### src/rtl/opnd_addr_pkg.sv
package opnd_addr_pkg;
    typedef enum logic [1:0] {
        MODE_REG    = 2'b00,
        MODE_IND    = 2'b01,
        MODE_IDX_DP = 2'b10,
        MODE_IDX_PC = 2'b11
    } addr_mode_e;
endpackage

### src/rtl/opnd_bank_addr.sv
module opnd_bank_addr #(
    parameter int BANK_W = 2,
    parameter int REG_W  = 3,
    localparam int RA_W  = BANK_W + REG_W
) (
    input  logic [BANK_W-1:0] bank_i,
    input  logic [REG_W-1:0]  field_i,
    output logic [RA_W-1:0]   reg_addr_o,
    output logic [RA_W-1:0]   ptr_addr_o
);
    // bank * 2^REG_W + register number
    assign reg_addr_o = {bank_i, field_i};
    // pointer registers are the lowest two of the bank
    assign ptr_addr_o = {bank_i, {(REG_W-1){1'b0}}, field_i[0]};
endmodule

### src/rtl/opnd_idx_adder.sv
module opnd_idx_adder #(
    parameter int ADDR_W = 16,
    parameter int DATA_W = 8
) (
    input  logic [ADDR_W-1:0] base_i,
    input  logic [DATA_W-1:0] index_i,
    output logic [ADDR_W-1:0] sum_o
);
    // unsigned index, result truncated to ADDR_W bits (wraps)
    assign sum_o = base_i + ADDR_W'(index_i);
endmodule

### src/rtl/opnd_addr_gen.sv
module opnd_addr_gen
    import opnd_addr_pkg::*;
#(
    parameter int ADDR_W   = 16,
    parameter int DATA_W   = 8,
    parameter int REG_W    = 3,
    parameter int BANK_W   = 2,
    parameter int BANK_LSB = 3,
    localparam int RA_W    = BANK_W + REG_W
) (
    input  logic              clk,
    input  logic              rst_n,
    input  logic              req_i,
    input  logic [1:0]        mode_i,
    input  logic              wr_req_i,
    input  logic [REG_W-1:0]  reg_field_i,
    input  logic [DATA_W-1:0] status_i,
    input  logic [DATA_W-1:0] acc_i,
    input  logic [ADDR_W-1:0] dptr_i,
    input  logic [ADDR_W-1:0] pc_i,
    input  logic [DATA_W-1:0] rf_rdata_i,
    output logic [RA_W-1:0]   rf_raddr_o,
    output logic              valid_o,
    output logic [ADDR_W-1:0] addr_o,
    output logic              prog_space_o,
    output logic              wr_en_o,
    output logic              wr_refused_o
);
    typedef struct packed {
        logic              valid;
        logic [ADDR_W-1:0] addr;
        logic              prog;
        logic              wr_en;
        logic              refused;
    } out_state_t;

    out_state_t state_d, state_q;
    addr_mode_e mode;
    logic [BANK_W-1:0] bank;
    logic [RA_W-1:0]   reg_addr, ptr_addr;
    logic [ADDR_W-1:0] base, idx_sum;

    assign mode = addr_mode_e'(mode_i);
    assign bank = status_i[BANK_LSB +: BANK_W];
    assign base = (mode == MODE_IDX_PC) ? pc_i : dptr_i;

    opnd_bank_addr #(.BANK_W(BANK_W), .REG_W(REG_W)) i_bank (
        .bank_i    (bank),
        .field_i   (reg_field_i),
        .reg_addr_o(reg_addr),
        .ptr_addr_o(ptr_addr)
    );

    opnd_idx_adder #(.ADDR_W(ADDR_W), .DATA_W(DATA_W)) i_idx (
        .base_i (base),
        .index_i(acc_i),
        .sum_o  (idx_sum)
    );

    assign rf_raddr_o = ptr_addr;

    always_comb begin
        state_d       = state_q;
        state_d.valid = 1'b0;
        if (req_i) begin
            state_d.valid = 1'b1;
            unique case (mode)
                MODE_REG: begin
                    state_d.addr    = ADDR_W'(reg_addr);
                    state_d.prog    = 1'b0;
                    state_d.wr_en   = wr_req_i;
                    state_d.refused = 1'b0;
                end
                MODE_IND: begin
                    state_d.addr    = ADDR_W'(rf_rdata_i);
                    state_d.prog    = 1'b0;
                    state_d.wr_en   = wr_req_i;
                    state_d.refused = 1'b0;
                end
                default: begin
                    state_d.addr    = idx_sum;
                    state_d.prog    = 1'b1;
                    state_d.wr_en   = 1'b0;
                    state_d.refused = wr_req_i;
                end
            endcase
        end
    end

    always_ff @(posedge clk or negedge rst_n) begin
        if (!rst_n) state_q <= '0;
        else        state_q <= state_d;
    end

    assign valid_o      = state_q.valid;
    assign addr_o       = state_q.addr;
    assign prog_space_o = state_q.prog;
    assign wr_en_o      = state_q.wr_en;
    assign wr_refused_o = state_q.refused;

    assert_reg_addr_R2: assert property (@(posedge clk) disable iff (!rst_n)
        (valid_o && $past(mode_i) == 2'b00) |->
            (addr_o == ADDR_W'({$past(status_i[BANK_LSB +: BANK_W]), $past(reg_field_i)}) && !prog_space_o));

    assert_idx_dptr_R4: assert property (@(posedge clk) disable iff (!rst_n)
        (valid_o && $past(mode_i) == 2'b10) |->
            (addr_o == $past(dptr_i) + ADDR_W'($past(acc_i)) && prog_space_o));

    assert_idx_pc_R5: assert property (@(posedge clk) disable iff (!rst_n)
        (valid_o && $past(mode_i) == 2'b11) |->
            (addr_o == $past(pc_i) + ADDR_W'($past(acc_i)) && prog_space_o));

    assert_no_prog_write_R6: assert property (@(posedge clk) disable iff (!rst_n)
        prog_space_o |-> !wr_en_o);

    assert_refuse_only_idx_R6: assert property (@(posedge clk) disable iff (!rst_n)
        (valid_o && wr_refused_o) |-> ($past(mode_i[1]) && $past(wr_req_i)));

    assert_data_write_R7: assert property (@(posedge clk) disable iff (!rst_n)
        (valid_o && !$past(mode_i[1])) |-> (wr_en_o == $past(wr_req_i) && !wr_refused_o));

    assert_hold_R8: assert property (@(posedge clk) disable iff (!rst_n)
        (!$past(req_i) && $past(rst_n)) |-> (!valid_o && $stable(addr_o) && $stable(prog_space_o)));
endmodule

### config.mk
export PLATFORM = sky130hd
export DESIGN_NAME = opnd_addr_gen
export DESIGN_NICKNAME = d
export VERILOG_FILES = /design/src/rtl/opnd_addr_pkg.sv /design/src/rtl/opnd_bank_addr.sv /design/src/rtl/opnd_idx_adder.sv /design/src/rtl/opnd_addr_gen.sv
export SDC_FILE = /design/constraint.sdc
export NUM_CORES = 1
export LEC_CHECK = 0
export ABC_AREA = 1
export ABC_CLOCK_PERIOD_IN_PS = 1500
export CELL_PAD_IN_SITES_DETAIL_PLACEMENT = 2
export CELL_PAD_IN_SITES_GLOBAL_PLACEMENT = 2
export CORE_MARGIN = 2
export CORE_UTILIZATION = 34
export DETAILED_ROUTE_END_ITERATION = 12
export DONT_BUFFER_PORTS = 1
export GPL_ROUTABILITY_DRIVEN = 0
export GPL_TIMING_DRIVEN = 0
export PLACE_DENSITY = 0.83
export SLEW_MARGIN = 20
export SYNTH_ARGS = -nofsm -noshare
export SYNTH_HDL_FRONTEND = slang
export SYNTH_HIERARCHICAL = 1
export SYNTH_SLANG_ARGS = --single-unit
### constraint.sdc
create_clock -name clk -period 1.5 [get_ports clk]
set_input_delay 0.225 -clock clk [delete_from_list [all_inputs] [get_ports clk]]
set_output_delay 0.225 -clock clk [all_outputs]
set_load 0.005 [all_outputs]
==> impl_metrics.yaml <==
status:
  status: "complete, but fails checks"
  violations: "negative setup slack"
detailed_routing:
  drt_pass1_iterations: 4
  wire_per_inst_um: 19.72
  ant_nets: 0
  viasPerCell: 5.310
  drt_wl_total_mm: 7.316
  vias: 1970
  drc_errors: 0
  drt_iter0_markers: 54
pwr:
  p_int_w: 0.001094
  peakVddDrop_mv: 0.4276
  power_frac_clock_pct: 19.9
  power_density_nw_per_um2: 747.0
  pwr-share-seq_pct: 38.0
  swShare_pct: 36.67
  switchingPower_w: 0.0006333
  finalPower_w: 0.001727
  combPwrFrac_pct: 42.1
  p_leak_nw: 1.219
global_routing:
  grt_max_degree: 21
  antenna_found_initial: 0
  grt_pass1_wl_mm: 10.37
  grt_pass1_vias: 2078
  grtUsageTotal_pct: 21.29
  grt_overflow_total: 0
yosys:
  synth-seq-cells: 20
  synth_top_area_share_pct: 26.85
  synth_cells: 283
  synth_area_leaders: "dfrtp_1 27%, nand2_1 22%, nand3_1 11%"
  yosys_warnings: 6
  mappedNetlistArea_um2: 1864
  synth.largest_area_cell: "dfrtp_1"
  synth_seq_area_share_pct: 26.85
  yosysUniqueCellTypes: 25
  syn_avg_cell_area_um2: 6.588
critical_path:
  required_ns: 1.64
  crit_type: "in2reg"
  crit_path_start_kind: "input port"
  rrSetupSlack_ns: 0.61
  cp.arrival_ns: 1.92
  cp_max_fo: 6
  endpoint_kind: "register"
cells_and_area:
  drive_above_1_share_pct: 30.23
  nNetsFinal: 377
  stdcell_count: 371
  diodes: 0
  utilization_pct: 44.42
  syn2layout_area_growth_pct: 24.03
timing:
  slew_viol_final: 0
  whs_ns: 0.1099
  fin_crit_ns: 1.771
  hold_viol: 0
  rsz0062_at_grt: "yes"
  maxSlewHeadroom_pct: 40.93
  finalSetupViolations: 13
  fin_ws_ns: -0.2715
  post-route-period-util_pct: 118.1
  fmax_mhz: 564.5
  worstMarginPinSlew_ns: 0.8831
  fin_worst_skew_ns: 0
die:
  coreArea_um2: 5205
  die_w_um: 78.05
  rows: 26
  die_h_um: 78.05
  initial_core_util_pct: 35.82
  ios: 90
  die_area_um2: 6092
run:
  cap_viol_max_count: 0
clock_tree:
  cts_tree: "built"
  cts_htree_levels: 1
  clockRootBuffer: "clkbuf_8"
  path_clk_slew_ns: 0.07
  cts.sink_count: 20
  cts-buffers-inserted: 3
  clk_latency_ns: 0.25
  clockBufferDepth: 2
placement:
  io_buffers: 0
  dp.cells: 354
  dp_slack_ns: -0.6434
  dp_hpwl_mm: 4.806
worst_hold_path:
  min_path_type: "in2reg"
[metrics by stage]
stage                     instance area, um2  TNS [ns]
after global routing                    2312    -4.183
final                                   2312    -2.925
after global placement                  2001    -6.308
after detailed placement                2001    -7.175
after floorplan                         1913    -3.720
after CTS                               2203    -2.042
[power by group through the flow]
stage | clock, W | combinational [W] | sequential (W)
6_report | 0.000344 | 0.000726 | 0.000657
5_1_grt | 0.000373 | 0.000792 | 0.000666
4_1_cts | 0.000354 | 0.000630 | 0.000658
3_5_place_dp | 0 | 0.000547 | 0.000668
3_3_place_gp | 0 | 0.000518 | 0.000667
2_1_floorplan | 0 | 0.000425 | 0.000651
[state kept, by name, indices dropped and copies added (netlist names)]
register,cells
prog_space_o,1
wr_refused_o,1
addr_o,16
wr_en_o,1
valid_o,1
[repair_timing]
| item | 4_1_cts | 5_1_grt |
|---|---|---|
| gates cloned | 0 | 0 |
| buffers inserted | 5 | 7 |
| pin swaps | 14 | 16 |
| endpoints found under the hold margin | 21 | 0 |
| hold buffers | 2 | 0 |
| setup endpoints to repair | 15 | 15 |
| resized for setup | 21 | 14 |
[cells by family (layout without fill, tap and decap cells)]
kind of cell               after synthesis  in the layout  share of synthesized area [%]
buffers and inverters                   47             64                          13.56
and+or+nand+nor                        179            179                          41.48
AOI/OAI and AO/OA                       20             20                          8.188
xor gates and xnor gates                 7              7                          3.289
DFF                                     20             20                          26.85
other                                    1              2                         0.2011
adders and majority gates                9              9                          6.443
[path summary, 6_finish.rpt]
path / from / to / cells after the start
setup / recovery: mode_i[1] / addr_o[9] / 14
hold / removal: wr_req_i / wr_en_o / 2
setup reg to reg: addr_o[0] / addr_o[0] / 3
hold reg to reg: wr_en_o / wr_en_o / 2
max in group asynchronous: rst_n / addr_o[14] / 1
min in group asynchronous: rst_n / addr_o[1] / 1
[metal layers]
layer	routed length [um]	GRT usage, %	vias to the layer above	part of all wire, %
met5	0	0	-	0
met4	218	5.614	0	3.0
met3	361	3.448	15	4.9
met2	3732	37.84	79	51
met1	3002	26.71	954	41
li1	-	-	922	-
[cell usage in the layout (no fill, tap or decap), types with 2 or more instances in the layout]
| cell | Yosys | final |
|---|---|---|
| nand2_2 | 3 | 16 |
| a21o_1 | 2 | 2 |
| dlygate4sd3_1 | 0 | 2 |
| inv_2 | 4 | 4 |
| conb_1 | 1 | 2 |
| a21oi_1 | 8 | 3 |
| nor2_2 | 1 | 3 |
| buf_6 | 4 | 3 |
| nor2_1 | 13 | 10 |
| inv_1 | 24 | 24 |
| a22o_2 | 9 | 9 |
| nand2_4 | 0 | 2 |
| buf_4 | 11 | 23 |
| nand3b_1 | 3 | 3 |
| clkbuf_8 | 0 | 3 |
| xor2_1 | 7 | 7 |
| buf_2 | 4 | 3 |
| nand2_1 | 108 | 93 |
| ha_4 | 0 | 7 |
| or2_2 | 5 | 5 |
| nor3_2 | 1 | 2 |
| nand3_1 | 42 | 41 |
| dfrtp_1 | 20 | 20 |
| a21oi_2 | 0 | 5 |
[synth_stat cells]
cell and n:
a21boi_0 1, nand3_1 42, dfrtp_1 20, a22o_2 9, a21oi_1 8, buf_2 4
and2_4 1, a21o_1 2, buf_6 4, nand2_2 3, or2_1 1, nor3_1 1
buf_4 11, nand3b_1 3, or2_2 5, conb_1 1, nor2_1 13, ha_1 8
nor2_2 1, fa_1 1, xor2_1 7, nor3_2 1, nand2_1 108, inv_2 4
inv_1 24
[layout make-up]
type                    count  area, um2
flip-flops and latches     20      500.5
repair buffers             14      110.1
well taps                  70      87.58
clock buffers               3      41.29
multi-input cells         217       1301
inverters                  28      105.1
fillers                   629       2893
plain buffers              19      166.4
[worst max-delay path, cell delays in order]
cell and delay, ns:
buf_12 0.11, buf_8 0.12, nand3_1 0.06, nand2_1 0.12
ha_4 0.30, nor2_4 0.12, inv_1 0.09, nand3b_1 0.11
nand2_2 0.09, nand2_1 0.09, nand2_1 0.07, nand2_1 0.10
nand2_1 0.08, a22o_2 0.23
No activity file was read; power rests on OpenSTA's default activity.
